**config.mk**
```make
export PLATFORM = sky130hd
export DESIGN_NAME = mgmt_indirect_seq
export DESIGN_NICKNAME = d
export VERILOG_FILES = /design/src/rtl/mgmt_seq_pkg.sv /design/src/rtl/mgmt_cmd_enc.sv /design/src/rtl/mgmt_poll_timer.sv /design/src/rtl/mgmt_indirect_seq.sv
export SDC_FILE = /design/constraint.sdc
export NUM_CORES = 1
export LEC_CHECK = 0
export ABC_AREA = 1
export BUFFER_PORTS_ARGS = -buffer_cell sky130_fd_sc_hd__buf_4
export CELL_PAD_IN_SITES_DETAIL_PLACEMENT = 0
export CELL_PAD_IN_SITES_GLOBAL_PLACEMENT = 1
export CORE_MARGIN = 10
export CORE_UTILIZATION = 42
export DETAILED_ROUTE_END_ITERATION = 10
export GPL_TIMING_DRIVEN = 1
export PLACE_DENSITY = 0.9
export SLEW_MARGIN = 15
export SYNTH_ARGS = -nofsm -noshare
export SYNTH_HDL_FRONTEND = slang
export SYNTH_SLANG_ARGS = --single-unit
```
**constraint.sdc**
```tcl
create_clock -name clk_i -period 5.7 [get_ports clk_i]
set_input_delay 1.14 -clock clk_i [delete_from_list [all_inputs] [get_ports clk_i]]
set_output_delay 1.14 -clock clk_i [all_outputs]
set_load 0.01 [all_outputs]
```
**src/rtl/mgmt_seq_pkg.sv**
```systemverilog
package mgmt_seq_pkg;
  localparam logic [4:0] CMD_REG  = 5'd0;
  localparam logic [4:0] DATA_REG = 5'd1;
  localparam int         BUSY_BIT = 15;

  localparam logic [1:0] OPC_READ  = 2'd2;
  localparam logic [1:0] OPC_WRITE = 2'd1;

  localparam logic [1:0] STS_OK      = 2'd0;
  localparam logic [1:0] STS_TIMEOUT = 2'd1;
  localparam logic [1:0] STS_BUSERR  = 2'd2;

  typedef enum logic [1:0] {ST_IDLE, ST_ISSUE, ST_GAP} fsm_e;
  typedef enum logic [2:0] {STEP_POLL, STEP_CMD, STEP_DWR, STEP_DRD, STEP_DIRECT} step_e;
endpackage

```
**src/rtl/mgmt_cmd_enc.sv**
```systemverilog
module mgmt_cmd_enc
  import mgmt_seq_pkg::*;
(
  input  logic        write_i,
  input  logic [4:0]  dev_i,
  input  logic [4:0]  reg_i,
  output logic [15:0] cmd_o
);
  always_comb begin
    cmd_o        = '0;
    cmd_o[15]    = 1'b1;
    cmd_o[12]    = 1'b1;
    cmd_o[11:10] = write_i ? OPC_WRITE : OPC_READ;
    cmd_o[9:5]   = dev_i;
    cmd_o[4:0]   = reg_i;
  end
endmodule

```
**src/rtl/mgmt_poll_timer.sv**
```systemverilog
module mgmt_poll_timer #(
  parameter int POLL_GAP = 100000,
  parameter int POLL_MAX = 100
) (
  input  logic clk_i,
  input  logic rst_ni,
  input  logic gap_run_i,
  input  logic poll_clr_i,
  input  logic poll_inc_i,
  output logic gap_done_o,
  output logic poll_last_o
);
  localparam int GAP_W = $clog2(POLL_GAP + 1);
  localparam int CNT_W = $clog2(POLL_MAX + 1);

  logic [GAP_W-1:0] gap_q;
  logic [CNT_W-1:0] poll_q;

  always_ff @(posedge clk_i or negedge rst_ni) begin
    if (!rst_ni)        gap_q <= '0;
    else if (gap_run_i) gap_q <= gap_q + 1'b1;
    else                gap_q <= '0;
  end

  always_ff @(posedge clk_i or negedge rst_ni) begin
    if (!rst_ni)         poll_q <= '0;
    else if (poll_clr_i) poll_q <= '0;
    else if (poll_inc_i) poll_q <= poll_q + 1'b1;
  end

  assign gap_done_o  = gap_run_i && (gap_q == GAP_W'(POLL_GAP - 1));
  assign poll_last_o = (poll_q == CNT_W'(POLL_MAX - 1));
endmodule

```
**src/rtl/mgmt_indirect_seq.sv**
```systemverilog
module mgmt_indirect_seq
  import mgmt_seq_pkg::*;
#(
  parameter int POLL_GAP = 100000,
  parameter int POLL_MAX = 100
) (
  input  logic        clk_i,
  input  logic        rst_ni,
  input  logic [4:0]  chip_addr_i,
  input  logic        req_valid_i,
  output logic        req_ready_o,
  input  logic        req_write_i,
  input  logic [4:0]  req_dev_i,
  input  logic [4:0]  req_reg_i,
  input  logic [15:0] req_wdata_i,
  output logic        resp_valid_o,
  output logic [15:0] resp_rdata_o,
  output logic [1:0]  resp_status_o,
  output logic        bus_req_o,
  output logic        bus_write_o,
  output logic [4:0]  bus_addr_o,
  output logic [4:0]  bus_reg_o,
  output logic [15:0] bus_wdata_o,
  input  logic        bus_ack_i,
  input  logic [15:0] bus_rdata_i,
  input  logic        bus_err_i
);
  fsm_e        st_q;
  logic [1:0]  idx_q;
  logic        wr_q;
  logic [4:0]  dev_q, reg_q, chip_q;
  logic [15:0] wdata_q, cmd_word;
  step_e       kind;
  logic        direct, last_step, done_ack, poll_busy, gap_done, poll_last;

  mgmt_cmd_enc i_enc (.write_i(wr_q), .dev_i(dev_q), .reg_i(reg_q), .cmd_o(cmd_word));

  assign direct    = (chip_q == 5'd0);
  assign last_step = direct || (idx_q == 2'd3);

  always_comb begin
    if (direct) kind = STEP_DIRECT;
    else begin
      unique case ({wr_q, idx_q})
        3'b000, 3'b010, 3'b100, 3'b111: kind = STEP_POLL;
        3'b001, 3'b110:                 kind = STEP_CMD;
        3'b101:                         kind = STEP_DWR;
        default:                        kind = STEP_DRD;
      endcase
    end
  end

  always_comb begin
    bus_write_o = 1'b0;
    bus_addr_o  = chip_q;
    bus_reg_o   = CMD_REG;
    bus_wdata_o = '0;
    unique case (kind)
      STEP_CMD: begin bus_write_o = 1'b1; bus_wdata_o = cmd_word; end
      STEP_DWR: begin bus_write_o = 1'b1; bus_reg_o = DATA_REG; bus_wdata_o = wdata_q; end
      STEP_DRD: bus_reg_o = DATA_REG;
      STEP_DIRECT: begin
        bus_write_o = wr_q;
        bus_addr_o  = dev_q;
        bus_reg_o   = reg_q;
        bus_wdata_o = wdata_q;
      end
      default: ;
    endcase
  end

  assign bus_req_o   = (st_q == ST_ISSUE);
  assign req_ready_o = (st_q == ST_IDLE);
  assign done_ack    = bus_req_o && bus_ack_i;
  assign poll_busy   = done_ack && !bus_err_i && (kind == STEP_POLL) && bus_rdata_i[BUSY_BIT];

  mgmt_poll_timer #(.POLL_GAP(POLL_GAP), .POLL_MAX(POLL_MAX)) i_timer (
    .clk_i      (clk_i),
    .rst_ni     (rst_ni),
    .gap_run_i  (st_q == ST_GAP),
    .poll_clr_i (req_ready_o || (done_ack && !poll_busy)),
    .poll_inc_i (poll_busy),
    .gap_done_o (gap_done),
    .poll_last_o(poll_last)
  );

  always_ff @(posedge clk_i or negedge rst_ni) begin
    if (!rst_ni) begin
      st_q          <= ST_IDLE;
      idx_q         <= '0;
      wr_q          <= 1'b0;
      dev_q         <= '0;
      reg_q         <= '0;
      chip_q        <= '0;
      wdata_q       <= '0;
      resp_valid_o  <= 1'b0;
      resp_rdata_o  <= '0;
      resp_status_o <= STS_OK;
    end else begin
      resp_valid_o <= 1'b0;
      unique case (st_q)
        ST_IDLE: if (req_valid_i) begin
          st_q    <= ST_ISSUE;
          idx_q   <= '0;
          wr_q    <= req_write_i;
          dev_q   <= req_dev_i;
          reg_q   <= req_reg_i;
          chip_q  <= chip_addr_i;
          wdata_q <= req_wdata_i;
        end
        ST_ISSUE: if (bus_ack_i) begin
          if (bus_err_i) begin
            st_q          <= ST_IDLE;
            resp_valid_o  <= 1'b1;
            resp_status_o <= STS_BUSERR;
          end else if (poll_busy) begin
            if (poll_last) begin
              st_q          <= ST_IDLE;
              resp_valid_o  <= 1'b1;
              resp_status_o <= STS_TIMEOUT;
            end else st_q <= ST_GAP;
          end else begin
            if (kind == STEP_DRD || (kind == STEP_DIRECT && !wr_q)) resp_rdata_o <= bus_rdata_i;
            if (last_step) begin
              st_q          <= ST_IDLE;
              resp_valid_o  <= 1'b1;
              resp_status_o <= STS_OK;
            end else idx_q <= idx_q + 2'd1;
          end
        end
        ST_GAP: if (gap_done) st_q <= ST_ISSUE;
        default: st_q <= ST_IDLE;
      endcase
    end
  end
endmodule

```
==> impl_metrics.yaml, run 1 <==
yosys:
  synth.area.top_cells: "sky130_fd_sc_hd__dfrtp_1 50%, sky130_fd_sc_hd__nand2_1 11%, sky130_fd_sc_hd__nor2_1 7.3%"
  number_of_enable_type_register_cells_in_the_synthesized_netlist: 0
  synth_top_area_share_pct: 49.75
  synth.cell_area_um2: 3974
  yosys.cell_types.count: 33
  synthCells: 494
  yosysWarnings: 0
  synth.avg_cell_area_um2: 8.044
  seq_area_frac_synth_pct: 49.75
  synth_fp_nets: 553
  synth_largest_area_cell: "sky130_fd_sc_hd__dfrtp_1"
  synth_async_sr_flop_share_pct: 100.0
  yosys_register_bits: 79
  synth_flop_cell: "sky130_fd_sc_hd__dfrtp_1"
setup_path:
  flop_to_flop_setup_slack_ns: 3.33
  nature_of_the_critical_path_endpoint: "output port"
  crit_path_start_kind: "flop"
  setup.worst_path.class: "flop to output port"
  timing.critical_path.from: "chip_q[4]"
  timing.critical_path.fanout_max: 15
  worstPathArrival_ns: 2.56
  r2r-end: "chip_q[4]"
  rr_worst_depth: 5
  rr_startpoint: "st_q[0]"
  cp.required_ns: 4.56
routing:
  vias_per_cell: 4.806
  top_signal_layer_used: "met4"
  finalWirelength_um: 9894
  met2_wirelength_um: 4685
  post-route-drc-count: 0
  total_number_of_vias: 3489
  number_of_design_rule_violations_left_by_the_first_detailed_router_iteration: 179
  ant_nets: 0
  met3_wirelength_um: 826
  route.layer.met1.wl_um: 4274
  drt_pass1_iterations: 4
  detail_route.wl_per_cell_um: 13.63
timing:
  timing.fmax_mhz: 270.4
  finalHoldViolations: 0
  finalSetupViolations: 0
  min_period_over_period_pct: 64.87
  final_period_minus_worst_setup_slack_ns: 3.698
  final.setup.tns_ns: 0
  whs_ns: 0.4706
  grt_setup_unrepaired: "false"
  timing.clock.skew_ns: 0.01233
  worst_pin_slew_ns: 1.063
  max_slew_margin_pct: 28.87
  drv_slew: 0
clock_network:
  clock-root-buffer: "sky130_fd_sc_hd__clkbuf_8"
  postCtsResizedCells: 0
  worst_skew_pair_later_pin_latency_ns: 0.36
  cts-root-to-sink-buffers: 2
  cts_hold_buf: 0
  cts_tree: "done"
  clk_pin_slew_ns: 0.09
  numCtsBuffers: 9
  htree_levels: 3
  post-cts-setup-buffers: 0
  tritoncts_num_sinks: 79
placed_design:
  hpwl_um: 7416
  dpl-instance-area_um2: 4811
  gp_congestion: 0.8998
  placed_cells: 710
  portBuffers: 100
layout:
  most_common_cell_after_layout_fill_and_taps_aside: "sky130_fd_sc_hd__nand2_1"
  n_antenna_cell: 0
  finish.cell_count_without_fillers: 726
  design_area_um2: 5020
  syn2layout_area_growth_pct: 26.32
  nets_final: 651
  most_frequent_cells_in_the_layout: "113 x sky130_fd_sc_hd__nand2_1, 101 x sky130_fd_sc_hd__buf_4, 79 x sky130_fd_sc_hd__dfrtp_1"
  post_route_cells_drive_above_1_share_pct: 22.11
die:
  placement_rows: 35
  io-pin-count: 101
  dieArea_um2: 13750
  initial_utilization_pct: 43.01
  overall_die_width_um: 117.3
  core-area_um2: 9240
  die-height_um: 117.3
min_path:
  hold-path-endpoint: "i_timer.gap_q[0]"
  hold_start: "i_timer.gap_q[0]"
  hold_class: "flop to flop"
  whs_path_depth: 1
pwr:
  peakVddDrop_mv: 0.1272
  p_per_area_nw_per_um2: 208.4
  cellLeakagePower_nw: 2.777
job:
  timing.max_cap.violations: 0
grt:
  first_global_vias: 3503
  largest_net_degree_at_the_start_of_global_routing: 80
  grt_overflow: 0
  antenna_violations_before_repair: 0
  grt_usage_pct: 14.88
  grt_pass1_wl_um: 16350
run_status:
  run_status: "complete, no violations"
registers in the layout, indices dropped and copies added (netlist names), 2 cells and up:
signal / count
i_timer.gap_q: 17
resp_rdata_o: 16
wdata_q: 16
i_timer.poll_q: 7
chip_q: 5
dev_q: 5
reg_q: 5
idx_q: 2
resp_status_o: 2
st_q: 2
area by class of cell:
| type | count | area (µm²) |
|---|---|---|
| tap | 129 | 161.4 |
| clock buffer | 9 | 123.9 |
| timing repair buffer | 101 | 758.2 |
| fill | 887 | 4220 |
| clock inverter | 7 | 85.08 |
| sequential | 79 | 1977 |
| inverter | 69 | 259.0 |
| multi-input combinational | 332 | 1655 |
critical path, stage by stage, from the launching register on:
cell	delay (ns)
sky130_fd_sc_hd__dfrtp_1	0.40
sky130_fd_sc_hd__nor2_1	0.15
sky130_fd_sc_hd__nand4_1	0.55
sky130_fd_sc_hd__nand3_1	0.73
sky130_fd_sc_hd__o21ai_0	0.19
sky130_fd_sc_hd__buf_4	0.18
where the power goes:
part | internal [mW] | switching [mW]
registers | 0.560 | 0.000188
clock network | 0.212 | 0.231
logic | 0.0233 | 0.0186
per-layer routing:
layer,up-vias,track usage (%)
met5,-,0
met4,0,5.189
met3,8,5.250
met2,102,23.76
met1,1614,18.25
li1,1765,-
through the flow:
| step | power [mW] | setup slack (ns) | util [%] |
|---|---|---|---|
| 2_1_floorplan | 0.5744 | 2.978 | - |
| 3_3_place_gp | 0.6144 | 2.470 | 52.07 |
| 3_5_place_dp | 0.6148 | 2.365 | 52.07 |
| 4_1_cts | 1.060 | 1.970 | 54.33 |
| 5_1_grt | 1.092 | 1.707 | 54.33 |
| 6_report | 1.046 | 2.002 | 54.33 |
synth_stat cells, drive strengths merged, types with 6 or more instances:
| cell type | count |
|---|---|
| dfrtp | 79 |
| o22ai | 13 |
| ha | 6 |
| nor3 | 10 |
| nor2 | 80 |
| xor2 | 8 |
| nand2 | 117 |
| inv | 69 |
| o21ai | 10 |
| a21oi | 39 |
| clkbuf | 6 |
| nand3 | 20 |
| nand4 | 16 |
| buf | 8 |
worst max path at each step:
| stage | to | slack [ns] | cells past startpoint |
|---|---|---|---|
| after floorplan | bus_wdata_o[0] | 2.98 | 9 |
| after global placement | bus_write_o | 2.47 | 5 |
| after detailed placement | bus_wdata_o[12] | 2.36 | 5 |
| after CTS | bus_wdata_o[12] | 1.97 | 5 |
| after global routing | bus_wdata_o[12] | 1.71 | 5 |
| final | bus_wdata_o[12] | 2.00 | 5 |
cells by family (layout without fill, tap and decap cells):
| kind of cell | count (synthesis) | count (layout) | synth area share (%) |
|---|---|---|---|
| xor gates and xnor gates | 11 | 11 | 2.425 |
| buffers and inverters | 83 | 186 | 8.658 |
| DFF | 79 | 79 | 49.75 |
| muxes | 2 | 2 | 0.5667 |
| and+or+nand+nor | 246 | 246 | 27.58 |
| adders and majority gates | 6 | 6 | 1.889 |
| AOI/OAI and AO/OA | 67 | 67 | 9.131 |
Power figures use the tool's default switching activity.
==> inputs of run 2 (changes only) <==
Settings changed: CORE_UTILIZATION 42 to 35, PLACE_DENSITY 0.9 to 0.8.
Clock period 5.7 ns to 3.1 ns, I/O delays scaled along.
==> impl_metrics.yaml, run 2 (same netlist as run 1, synthesis figures left out) <==
clock_network:
  post-cts-setup-buffers: 0
  cts_hold_buf: 0
  worst_skew_pair_later_pin_latency_ns: 0.34
  cts_tree: "done"
  tritoncts_num_sinks: 79
  clk_pin_slew_ns: 0.07
  numCtsBuffers: 9
  cts-root-to-sink-buffers: 2
  postCtsResizedCells: 0
  clock-root-buffer: "sky130_fd_sc_hd__clkbuf_16"
  htree_levels: 3
setup_path:
  nature_of_the_critical_path_endpoint: "output port"
  timing.critical_path.from: "idx_q[1]"
  rr_startpoint: "idx_q[1]"
  timing.critical_path.fanout_max: 15
  worstPathArrival_ns: 2.24
  cp.required_ns: 2.48
  setup.worst_path.class: "flop to output port"
  crit_path_start_kind: "flop"
die:
  io-pin-count: 101
  die-height_um: 126.6
  placement_rows: 38
  dieArea_um2: 16020
  overall_die_width_um: 126.6
  core-area_um2: 10980
  initial_utilization_pct: 36.18
routing:
  ant_nets: 0
  finalWirelength_um: 10600
  detail_route.wl_per_cell_um: 14.33
  number_of_design_rule_violations_left_by_the_first_detailed_router_iteration: 243
  total_number_of_vias: 3511
  post-route-drc-count: 0
  drt_pass1_iterations: 4
  vias_per_cell: 4.745
layout:
  nets_final: 654
  syn2layout_area_growth_pct: 30.35
  post_route_cells_drive_above_1_share_pct: 22.67
  max_flop_register: "i_timer.gap_q"
  most_common_cell_after_layout_fill_and_taps_aside: "sky130_fd_sc_hd__nand2_1"
  finish.utilization_pct: 47.16
  nFillCells: 1072
  most_frequent_cells_in_the_layout: "113 x sky130_fd_sc_hd__nand2_1, 104 x sky130_fd_sc_hd__buf_4, 79 x sky130_fd_sc_hd__dfrtp_1"
  max_ffs_per_register: 17
  registers_with_the_highest_flip_flop_counts: "i_timer.gap_q: 17 flops, resp_rdata_o: 16 flops, wdata_q: 16 flops"
  n_antenna_cell: 0
grt:
  globalRoute.busiestLayer: "met2"
  grt_overflow: 0
  globalRouteMet2Util_pct: 21.17
  globalRouteMet3Util_pct: 4.290
  grt_use_met1_pct: 15.80
  first_global_vias: 3614
  grt_pass1_wl_um: 17590
  grt_usage_pct: 12.91
  largest_net_degree_at_the_start_of_global_routing: 80
  antenna_violations_before_repair: 0
min_path:
  hold_class: "input pin to asynchronous set/reset pin"
timing:
  drv_slew: 0
  max_slew_margin_pct: 32.44
  timing.fmax_mhz: 349.3
  grt_setup_unrepaired: "false"
  final.setup.tns_ns: 0
  final_period_minus_worst_setup_slack_ns: 2.863
  worst_pin_slew_ns: 1.013
  finalHoldViolations: 0
  setup_slack_ns: 0.2374
  whs_ns: 0.4278
  timing.clock.skew_ns: 0.009435
  finalSetupViolations: 0
  min_period_over_period_pct: 92.34
pwr:
  p_per_area_nw_per_um2: 440.6
  cellLeakagePower_nw: 2.845
  power_mw: 2.282
  peakVddDrop_mv: 0.3127
placed_design:
  gp_congestion: 0.8334
  portBuffers: 100
  post-place-ws_ns: 0.4040
  hpwl_um: 7958
run_status:
  run_status: "complete, no violations"
job:
  timing.max_cap.violations: 0
[run 2: per-stage QoR]
step	area (µm²)	std cells
3_3_place_gp	4847	724
3_5_place_dp	4847	724
4_1_cts	5175	740
2_1_floorplan	3974	494
5_1_grt	5180	740
6_report	5180	740
[run 2: per-layer routing]
metal  vias up  wire length, µm
li1       1774                -
met1      1656             4596
met2        76             5121
met3         5              791
met4         0               94
met5         -                0
[run 2: power breakdown]
| part | total (mW) | internal (mW) | switching, mW | leakage [nW] |
|---|---|---|---|---|
| logic | 0.0778 | 0.0429 | 0.0349 | 1.76 |
| clock network | 1.17 | 0.718 | 0.454 | 0.163 |
| registers | 1.03 | 1.03 | 0.000416 | 0.926 |
| total | 2.28 | 1.79 | 0.490 | 2.85 |
[run 2: area by class of cell]
class	instances	area (µm²)	area share (%)
Sequential cell	79	1977	38.16
Multi-Input combinational cell	332	1660	32.05
Timing Repair Buffer	104	780.7	15.07
Inverter	69	259.0	5.000
Clock buffer	9	225.2	4.348
Tap cell	140	175.2	3.382
Clock inverter	7	102.6	1.981
[run 2: final timing paths]
check                                     to  slack (ns)  depth (start not counted)
setup / recovery              bus_wdata_o[6]        0.24                          9
hold / removal             i_timer.gap_q[14]        0.43                          1
setup reg to reg            resp_rdata_o[13]        0.98                         11
hold reg to reg             i_timer.gap_q[0]        0.47                          1
max in group asynchronous  i_timer.poll_q[1]        1.99                          1
min in group clk_i          i_timer.gap_q[0]        0.47                          1
[run 2: worst max-delay path, cell delays in order (launching register included)]
cell	delay, ns
sky130_fd_sc_hd__dfrtp_1	0.41
sky130_fd_sc_hd__inv_1	0.09
sky130_fd_sc_hd__ha_1	0.19
sky130_fd_sc_hd__nor2_1	0.06
sky130_fd_sc_hd__nand3_1	0.10
sky130_fd_sc_hd__nand2_1	0.12
sky130_fd_sc_hd__inv_1	0.17
sky130_fd_sc_hd__nand3_2	0.29
sky130_fd_sc_hd__o22ai_1	0.30
sky130_fd_sc_hd__buf_4	0.16
==> inputs of run 3 (changes only) <==
--- a/constraint.sdc
+++ b/constraint.sdc
@@ -3,2 +3,2 @@
 set_output_delay 0.62 -clock clk_i [all_outputs]
-set_load 0.01 [all_outputs]
+set_load 0.05 [all_outputs]
==> impl_metrics.yaml, run 3 (same netlist as run 1, synthesis figures left out) <==
run_status:
  run_status: "complete, no violations"
timing:
  finalSetupViolations: 0
  timing.fmax_mhz: 360.5
  final.setup.tns_ns: 0
  drv_slew: 0
  final_period_minus_worst_setup_slack_ns: 2.774
  worst_pin_slew_ns: 0.9818
  finalHoldViolations: 0
  grt_setup_unrepaired: "false"
  setup_slack_ns: 0.3263
  max_slew_margin_pct: 34.54
  timing.clock.skew_ns: 0.005669
  min_period_over_period_pct: 89.47
clock_network:
  tritoncts_num_sinks: 79
  clock-root-buffer: "sky130_fd_sc_hd__clkbuf_16"
  cts_hold_buf: 0
  cts-root-to-sink-buffers: 2
  postCtsResizedCells: 1
  worst_skew_pair_later_pin_latency_ns: 0.33
  numCtsBuffers: 9
  cts_tree: "done"
  post-cts-setup-buffers: 0
  htree_levels: 3
  clk_pin_slew_ns: 0.06
layout:
  nFillCells: 1080
  nets_final: 654
  most_frequent_cells_in_the_layout: "113 x sky130_fd_sc_hd__nand2_1, 104 x sky130_fd_sc_hd__buf_4, 79 x sky130_fd_sc_hd__dfrtp_1"
  syn2layout_area_growth_pct: 29.47
  most_common_cell_after_layout_fill_and_taps_aside: "sky130_fd_sc_hd__nand2_1"
  n_antenna_cell: 0
  post_route_cells_drive_above_1_share_pct: 22.67
  finish.cell_count_without_fillers: 740
  max_ffs_per_register: 17
  registers_with_the_highest_flip_flop_counts: "i_timer.gap_q: 17 flops, resp_rdata_o: 16 flops, wdata_q: 16 flops"
  max_flop_register: "i_timer.gap_q"
setup_path:
  nature_of_the_critical_path_endpoint: "output port"
  timing.critical_path.from: "idx_q[0]"
  timing.critical_path.fanout_max: 15
  worstPathArrival_ns: 2.15
  setup.worst_path.class: "flop to output port"
  rr_startpoint: "st_q[0]"
  cp.required_ns: 2.48
  crit_path_start_kind: "flop"
  flop_to_flop_setup_slack_ns: 0.93
  r2r-end: "chip_q[2]"
  cp-endpoint: "bus_wdata_o[0]"
  rr_worst_depth: 7
grt:
  antenna_violations_before_repair: 0
  grt_overflow: 0
  grt_usage_pct: 12.78
  first_global_vias: 3494
  largest_net_degree_at_the_start_of_global_routing: 80
  grt_pass1_wl_um: 17200
routing:
  post-route-drc-count: 0
  finalWirelength_um: 10280
  ant_nets: 0
  number_of_design_rule_violations_left_by_the_first_detailed_router_iteration: 249
  drt_pass1_iterations: 4
  detail_route.wl_per_cell_um: 13.89
  total_number_of_vias: 3489
  vias_per_cell: 4.715
min_path:
  hold_class: "input pin to asynchronous set/reset pin"
die:
  initial_utilization_pct: 36.18
  dieArea_um2: 16020
  overall_die_width_um: 126.6
  die-height_um: 126.6
  core-area_um2: 10980
  io-pin-count: 101
  placement_rows: 38
pwr:
  power_share_of_the_sequential_group_pct: 48.8
  p_int_mw: 1.659
  switching_power_mw: 0.4562
  p_per_area_nw_per_um2: 411.2
  clkPwrFrac_pct: 47.5
  cellLeakagePower_nw: 2.829
  power_mw: 2.115
  peakVddDrop_mv: 0.2196
  pwr-share-comb_pct: 3.8
  switching_share_pct: 21.57
placed_design:
  post-place-ws_ns: 0.2827
  gp_congestion: 0.8416
  hpwl_um: 7744
  placed_cells: 724
  portBuffers: 100
job:
  timing.max_cap.violations: 0
run 3: cell types whose count changed in the layout (fill, tap and decap cells not counted):
cell	change
sky130_fd_sc_hd__nand3_4	+1
sky130_fd_sc_hd__clkinv_4	+2
sky130_fd_sc_hd__nand3_2	-1
sky130_fd_sc_hd__bufinv_16	-2
sky130_fd_sc_hd__inv_8	-1
sky130_fd_sc_hd__clkinv_2	+2
sky130_fd_sc_hd__inv_6	-3
sky130_fd_sc_hd__clkbuf_8	+2
run 3: layout make-up:
cell class | count | area (µm²) | area share, %
inverter | 69 | 259.0 | 5.034
clock inverter | 5 | 32.53 | 0.6323
timing repair buffer | 104 | 780.7 | 15.18
sequential | 79 | 1977 | 38.42
multi-input combinational | 332 | 1668 | 32.42
clock buffer | 11 | 252.7 | 4.912
tap | 140 | 175.2 | 3.405
run 3: critical path, stage by stage, from the launching register on:
cell                      delay [ns]
sky130_fd_sc_hd__dfrtp_1        0.42
sky130_fd_sc_hd__inv_1          0.10
sky130_fd_sc_hd__ha_1           0.14
sky130_fd_sc_hd__inv_1          0.05
sky130_fd_sc_hd__nand3_1        0.12
sky130_fd_sc_hd__nand2_1        0.12
sky130_fd_sc_hd__inv_1          0.18
sky130_fd_sc_hd__nand3_4        0.21
sky130_fd_sc_hd__o22ai_1        0.23
sky130_fd_sc_hd__buf_4          0.23
run 3: how the worst min path moves through the flow:
stage | start | slack (ns) | cells past startpoint | endpoint
after CTS | resp_rdata_o[11] | 0.48 | 2 | resp_rdata_o[11]
final | rst_ni | 0.45 | 1 | resp_rdata_o[4]
after detailed placement | resp_rdata_o[11] | 0.46 | 2 | resp_rdata_o[11]
after floorplan | rst_ni | 0.32 | 0 | chip_q[0]
after global placement | i_timer.gap_q[0] | 0.45 | 1 | i_timer.gap_q[0]
after global routing | bus_rdata_i[4] | 0.48 | 3 | resp_rdata_o[4]
run 3: power groups by stage:
stage	Sequential, mW	Combinational, mW	Clock, mW
after global routing	1.03	0.0889	1.08
after detailed placement	1.05	0.0824	0
final	1.03	0.0794	1.00
after CTS	1.03	0.0825	1.02
after global placement	1.05	0.0816	0
after floorplan	1.05	0.00446	0
run 3: per-stage QoR:
step | utilization (%) | cell area, µm² | hold WS (ns)
global placement | 44.13 | 4847 | 0.4489
CTS | 46.78 | 5137 | 0.4761
detailed placement | 44.13 | 4847 | 0.4616
floorplan | - | 3974 | 0.3244
finish | 46.84 | 5145 | 0.4531
global route | 46.84 | 5145 | 0.4832
run 3: layer usage:
metal,vias up,share of wire (%),GRT usage [%]
met2,86,47,19.71
li1,1773,-,-
met4,0,0.87,3.148
met5,-,0,0
met1,1622,43,16.18
met3,8,8.2,5.331
